===== src/rtl/ddrb4_pkg.sv =====
package ddrb4_pkg;

  typedef enum logic {
    OP_WRITE = 1'b0,
    OP_READ  = 1'b1
  } op_e;

  // Word position inside a row for burst beat `beat` when the burst starts
  // at offset `start`: linear order, wrapping modulo four.
  function automatic logic [1:0] burst_slot(input logic [1:0] start, input logic [1:0] beat);
    return start + beat;
  endfunction

  // Bit position of lane `lane` of word position `slot` inside a wide row.
  function automatic int lane_lsb(input int slot, input int lane, input int dw, input int lw);
    return slot * dw + lane * lw;
  endfunction

endpackage


===== src/rtl/ddrb4_ctrl.sv =====
module ddrb4_ctrl
  import ddrb4_pkg::*;
#(
  parameter int AW      = 6,
  parameter int WR_LEAD = 2,
  parameter int RD_LEAD = 3
) (
  input  logic          clk,
  input  logic          rst_n,
  input  logic          ld_n,
  input  logic          rw,
  input  logic [AW-1:0] addr,
  output logic          kph,
  output logic          accept,
  output logic          reject,
  output logic          wr_start,
  output logic [AW-1:0] wr_addr,
  output logic          rd_start,
  output logic [AW-1:0] rd_addr,
  output logic          proto_err
);
  localparam int STAGES  = (RD_LEAD > WR_LEAD) ? RD_LEAD : WR_LEAD;
  localparam int WR_IDX  = WR_LEAD - 1;
  localparam int RD_IDX  = RD_LEAD - 1;
  localparam int SLOT_GAP = 1;  // stage holding the request of the previous K edge

  logic [STAGES-1:0] stg_vld;
  logic [STAGES-1:0] stg_rd;
  logic [AW-1:0]     stg_addr [STAGES];

  logic req_seen;
  assign req_seen = kph & ~ld_n;
  assign accept   = req_seen & ~stg_vld[SLOT_GAP];
  assign reject   = req_seen &  stg_vld[SLOT_GAP];

  always_ff @(posedge clk or negedge rst_n) begin
    if (!rst_n) begin
      kph       <= 1'b1;
      stg_vld   <= '0;
      stg_rd    <= '0;
      proto_err <= 1'b0;
      for (int i = 0; i < STAGES; i++) stg_addr[i] <= '0;
    end else begin
      kph       <= ~kph;
      stg_vld   <= {stg_vld[STAGES-2:0], accept};
      stg_rd    <= {stg_rd[STAGES-2:0], rw};
      proto_err <= reject;
      stg_addr[0] <= addr;
      for (int i = 1; i < STAGES; i++) stg_addr[i] <= stg_addr[i-1];
    end
  end

  assign wr_start = stg_vld[WR_IDX] & (stg_rd[WR_IDX] == OP_WRITE);
  assign wr_addr  = stg_addr[WR_IDX];
  assign rd_start = stg_vld[RD_IDX] & (stg_rd[RD_IDX] == OP_READ);
  assign rd_addr  = stg_addr[RD_IDX];

endmodule


===== src/rtl/ddrb4_seq.sv =====
module ddrb4_seq
  import ddrb4_pkg::*;
#(
  parameter int AW = 6
) (
  input  logic          clk,
  input  logic          rst_n,
  input  logic          start,
  input  logic [AW-1:0] start_addr,
  output logic          active,
  output logic [AW-3:0] row,
  output logic [1:0]    slot
);
  localparam logic [1:0] LAST_BEAT = 2'd3;

  logic          run;
  logic [1:0]    beat_q;
  logic [AW-1:0] addr_q;
  logic [1:0]    beat;
  logic [AW-1:0] cur;

  assign active = start | run;
  assign beat   = start ? 2'd0 : beat_q;
  assign cur    = start ? start_addr : addr_q;
  assign row    = cur[AW-1:2];
  assign slot   = burst_slot(cur[1:0], beat);

  always_ff @(posedge clk or negedge rst_n) begin
    if (!rst_n) begin
      run    <= 1'b0;
      beat_q <= '0;
      addr_q <= '0;
    end else if (start) begin
      run    <= 1'b1;
      beat_q <= 2'd1;
      addr_q <= start_addr;
    end else if (run) begin
      beat_q <= beat_q + 2'd1;
      if (beat_q == LAST_BEAT) run <= 1'b0;
    end
  end

endmodule


===== src/rtl/ddrb4_array.sv =====
module ddrb4_array
  import ddrb4_pkg::*;
#(
  parameter int DW  = 36,
  parameter int LW  = 9,
  parameter int RAW = 4
) (
  input  logic                clk,
  input  logic                we,
  input  logic [RAW-1:0]      wrow,
  input  logic [1:0]          wslot,
  input  logic [DW/LW-1:0]    wlane_n,
  input  logic [DW-1:0]       wdata,
  input  logic [RAW-1:0]      rrow,
  input  logic [1:0]          rslot,
  output logic [DW-1:0]       rdata
);
  localparam int LANES = DW / LW;
  localparam int ROWS  = 2 ** RAW;
  localparam int EW    = 4 * DW;

  logic [EW-1:0] mem [ROWS];

  always_ff @(posedge clk) begin
    if (we) begin
      for (int l = 0; l < LANES; l++) begin
        if (!wlane_n[l])
          mem[wrow][lane_lsb(int'(wslot), l, DW, LW) +: LW] <= wdata[l*LW +: LW];
      end
    end
  end

  assign rdata = mem[rrow][lane_lsb(int'(rslot), 0, DW, LW) +: DW];

endmodule


===== src/rtl/ddr_b4_sram.sv =====
module ddr_b4_sram
  import ddrb4_pkg::*;
#(
  parameter int DW = 36,
  parameter int LW = 9,
  parameter int AW = 6
) (
  input  logic                clk,
  input  logic                rst_n,
  output logic                k_edge,
  input  logic                ld_n,
  input  logic                rw,
  input  logic [AW-1:0]       addr,
  input  logic [DW/LW-1:0]    bw_n,
  input  logic [DW-1:0]       d_in,
  output logic [DW-1:0]       q_out,
  output logic                q_oe,
  output logic                proto_err
);
  localparam int RAW = AW - 2;

  // Named internal events, observed by the bound checker.
  logic          kph;
  logic          acc_evt;
  logic          rej_evt;
  logic          wr_start;
  logic          rd_start;
  logic [AW-1:0] wr_addr;
  logic [AW-1:0] rd_addr;
  logic          wr_act;
  logic          rd_act;
  logic [RAW-1:0] wrow;
  logic [RAW-1:0] rrow;
  logic [1:0]    wslot;
  logic [1:0]    rslot;
  logic [DW-1:0] rdata;
  logic [DW-1:0] q_reg;

  ddrb4_ctrl #(.AW(AW), .WR_LEAD(2), .RD_LEAD(3)) u_ctrl (
    .clk       (clk),
    .rst_n     (rst_n),
    .ld_n      (ld_n),
    .rw        (rw),
    .addr      (addr),
    .kph       (kph),
    .accept    (acc_evt),
    .reject    (rej_evt),
    .wr_start  (wr_start),
    .wr_addr   (wr_addr),
    .rd_start  (rd_start),
    .rd_addr   (rd_addr),
    .proto_err (proto_err)
  );

  ddrb4_seq #(.AW(AW)) u_wseq (
    .clk        (clk),
    .rst_n      (rst_n),
    .start      (wr_start),
    .start_addr (wr_addr),
    .active     (wr_act),
    .row        (wrow),
    .slot       (wslot)
  );

  ddrb4_seq #(.AW(AW)) u_rseq (
    .clk        (clk),
    .rst_n      (rst_n),
    .start      (rd_start),
    .start_addr (rd_addr),
    .active     (rd_act),
    .row        (rrow),
    .slot       (rslot)
  );

  ddrb4_array #(.DW(DW), .LW(LW), .RAW(RAW)) u_arr (
    .clk     (clk),
    .we      (wr_act),
    .wrow    (wrow),
    .wslot   (wslot),
    .wlane_n (bw_n),
    .wdata   (d_in),
    .rrow    (rrow),
    .rslot   (rslot),
    .rdata   (rdata)
  );

  always_ff @(posedge clk or negedge rst_n) begin
    if (!rst_n) begin
      q_reg <= '0;
      q_oe  <= 1'b0;
    end else begin
      q_oe  <= rd_act;
      q_reg <= rd_act ? rdata : '0;
    end
  end

  assign q_out  = q_reg;
  assign k_edge = kph;

endmodule


===== config.mk =====
export PLATFORM = sky130hd
export DESIGN_NAME = ddr_b4_sram
export DESIGN_NICKNAME = d
export VERILOG_FILES = /design/src/rtl/ddrb4_pkg.sv /design/src/rtl/ddrb4_ctrl.sv /design/src/rtl/ddrb4_seq.sv /design/src/rtl/ddrb4_array.sv /design/src/rtl/ddr_b4_sram.sv
export SDC_FILE = /design/constraint.sdc
export NUM_CORES = 2
export LEC_CHECK = 0
export BUFFER_PORTS_ARGS = -buffer_cell sky130_fd_sc_hd__buf_4
export CAP_MARGIN = 20
export CORE_MARGIN = 1.5
export CORE_UTILIZATION = 31
export CTS_CLUSTER_DIAMETER = 200
export CTS_CLUSTER_SIZE = 8
export DETAILED_ROUTE_END_ITERATION = 7
export PLACE_DENSITY = 0.46
export SETUP_SLACK_MARGIN = 0.02
export SKIP_LAST_GASP = 1
export SYNTH_ARGS = -nofsm -noshare
export SYNTH_HDL_FRONTEND = slang
export SYNTH_SLANG_ARGS = --single-unit

===== constraint.sdc =====
create_clock -name clk -period 12.4 [get_ports clk]
set_clock_uncertainty 0.05 [all_clocks]
set_input_delay 0.62 -clock clk [delete_from_list [all_inputs] [get_ports clk]]
set_output_delay 0.62 -clock clk [all_outputs]
set_load 0.03 [all_outputs]

==> flow_summary_export.csv <==
group,metric,value,unit
place,portBuffers,88,
timing,layout_setup_ws,6690,ps
floorplan,io_pins,89,
pwr,power.total,0.0238,W
setup_path,crit_required,12910,ps
timing,setup_violations,0,
synthesis,yosys_warnings,0,
timing,rsz0062_at_grt,"false",
final_layout,seq_area,0.0712,sq mm
floorplan,dieArea,0.340,sq mm
final_layout,post-route-util,0.357,
global_route,gr-total-overflow,0,
run_status,outcome,"completed",
timing,relSlewSlack,0.172,
final_layout,stdcell_area,0.119,sq mm
global_route,grt_pass1_wl,536000,um
timing,hold_viol_final,0,
timing,tightest_slew,1240,ps
floorplan,core-area,0.334,sq mm
clock_network,cts-root-buf,"clkbuf_16",
final_layout,multiInputGateArea,0.0300,sq mm
global_route,met1_usage,0.297,
synthesis,ys.flop_type,"edfxtp_1",
clock_network,cts_sinks,2385,
final_layout,drive_above_1_share,0.0948,
synthesis,synth-async-reset-ratio,0.0340,
synthesis,netlist_area,0.104,sq mm
clock_network,cts_tree,"yes",
setup_path,crit_arrival,6220,ps
global_route,grt_util_met2,0.356,
clock_network,clockBufferDepth,4,
global_route,grt_pass1_vias,71700,
floorplan,initial_utilization,0.312,
global_route,antenna_found_initial,52,
synthesis,ys_types,77,
timing,min_period_over_period,0.460,
drt,wl_per_cell,28.4,um
synthesis,synth_edf_count,2304,
clock_network,cts_setup_buffers,0,
global_route,top_usage_layer,"met2",
worst_hold_path,hold_path.startpoint,"d_in[17]",
synthesis,avgSynthCellArea,11.6,sq um
global_route,grt_start_max_net_pins,164,
worst_hold_path,hold_depth,4,
setup_path,timing.rr.end,"u_arr.mem[10][62]",
clock_network,cts_made_buffers,336,
setup_path,cp_max_fo,26,
floorplan,dieHeight,583,um
floorplan,dieWidth,583,um
synthesis,synth.top_cell.area_share,0.663,
flow_run,max_cap_viol_count,0,
drt,drt.antenna.violating_nets,0,
final_layout,most-common-layout-cells,"2385 x nor2_1, 2304 x edfxtp_1, 1142 x nand2_1",
clock_network,clk-insertion-delay-late,920,ps
synthesis,seq_area_frac_synth,0.682,
final_layout,fillers,33100,
final_layout,fin_nets,8896,
drt,wl,382000,um
pwr,ir_drop,0.000188,V
synthesis,netlist_instances,8978,
timing,fmax,0.175,GHz
setup_path,worst_r2r_path_depth,13,
setup_path,worstReg2RegStart,"u_ctrl.stg_rd[1]",
place,place_area,0.109,sq mm
global_route,gr-usage-met3,0.0260,
global_route,track_usage,0.219,
timing,finalMaxSlewViolations,0,
final_layout,syn_to_final_growth,14.5,%
setup_path,path_class,"register to register",
drt,dr.pass1.iters,6,
synthesis,synth.net_count,9036,
place,pre_cts_ws,6280,ps
clock_network,cts_resized,0,
drt,vias_per_cell,5.47,
timing,fin_setup_tns,0,ps
drt,drt_iter0_markers,8478,
setup_path,cp-end-kind,"register",
clock_network,cts_hold_repair.buffers,11,
clock_network,htreeDepth,5,
drt,vias,73500,
synthesis,synth-seq-cells,2385,
place,place.gp.congestion,0.941,
floorplan,rows,212,
setup_path,startpoint_type,"register",
pwr,power_density,199,mW/mm^2
synthesis,ys_top_cells_by_area,"edfxtp_1 66%, nor2_1 8.6%, mux2i_1 4.9%",
place,dpl.hpwl,215000,um
clock_network,cts.clk_slew.worst_paths,50,ps
final_layout,final_common_cell,"nor2_1",
pwr,p_leak,38.4,nW
setup_path,r2r_slack,6690,ps
worst_hold_path,hold_end,"u_arr.mem[11][53]",
worst_hold_path,min_path_type,"primary input to register",
synthesis,synth_top_area_cell,"edfxtp_1",
timing,min_period,5710,ps
drt,drc,0,
-- power by group --
group          switching, W  internal, W
clock               0.00353      0.00500
sequential         0.000112      0.00942
combinational       0.00452      0.00121
total               0.00817       0.0156
-- Yosys cell counts, types with 78 or more instances --
master	n
nor2_1	2391
edfxtp_1	2304
nand2_1	1166
clkbuf_1	522
mux2i_1	516
nand3_1	272
a32oi_1	249
o21ai_0	196
buf_2	167
o22ai_1	131
and3_1	123
a211oi_1	109
a31oi_1	108
buf_1	104
dfrtp_1	80
a21oi_1	78
-- cell type report --
| cell class | instances | area share |
|---|---|---|
| flip-flops and latches | 2385 | 0.596 |
| repair buffers | 375 | 0.0254 |
| multi-input cells | 5716 | 0.251 |
| well taps | 4387 | 0.0460 |
| clock inverters | 28 | 0.00472 |
| clock buffers | 490 | 0.0752 |
| diodes | 29 | 0.000608 |
| inverters | 24 | 0.000985 |
-- flip-flops by register name (all words and copies together) (netlist names), 2 cells and up --
register         count
q_out               36
u_arr.mem         2304
u_ctrl.rd_addr       6
u_ctrl.stg_addr      6
u_ctrl.stg_rd        3
u_ctrl.stg_vld       3
u_ctrl.wr_addr       6
u_rseq.addr_q        6
u_rseq.beat_q        2
u_wseq.addr_q        6
u_wseq.beat_q        2
-- metrics by stage --
| stage | hold slack [ps] | instances |
|---|---|---|
| after global routing | 255 | 13400 |
| after global placement | 286 | 12800 |
| after floorplan | 274 | 8978 |
| after CTS | 191 | 13400 |
| after detailed placement | 285 | 12900 |
| final | 246 | 13400 |
-- critical path, stage by stage, from the launching register on --
cell	delay, ps
dfrtp_1	410
nand2b_1	530
nand2_1	170
nand2_1	140
ha_2	200
a211o_1	230
nand2_2	440
inv_1	180
ha_1	160
buf_4	260
o21ai_2	180
nor2_1	420
nand3_1	760
o31ai_2	1160
-- routing by layer --
layer	up-vias	part of all wire
li1	31700	-
met1	38200	0.42
met2	2827	0.47
met3	691	0.065
met4	0	0.039
met5	-	0
-- kinds of logic (layout without fill, tap and decap cells) --
group | count (synthesis) | in the layout | share of synthesized area
AND/OR/NAND/NOR | 4160 | 4160 | 0.161
flip-flops | 2385 | 2385 | 0.682
AO/OA/AOI/OAI | 1024 | 1024 | 0.0686
buffers and inverters | 877 | 917 | 0.0364
multiplexers | 519 | 519 | 0.0498
adder cells (fa/ha/maj) | 8 | 8 | 0.000959
XOR/XNOR | 5 | 5 | 0.000420
other | 0 | 29 | 0
-- worst max path at each step --
stage                         to        startpoint  slack [ps]
5_1_grt         u_arr.mem[2][62]  u_ctrl.stg_rd[1]        6420
4_1_cts         u_arr.mem[6][12]  u_ctrl.stg_rd[1]        6230
3_3_place_gp   u_arr.mem[11][12]  u_ctrl.stg_rd[1]        6300
2_1_floorplan    u_arr.mem[0][9]  u_ctrl.stg_rd[1]        7570
6_report       u_arr.mem[10][62]  u_ctrl.stg_rd[1]        6690
3_5_place_dp    u_arr.mem[6][12]  u_ctrl.stg_rd[1]        6280
(Power assumes the default switching activity.)
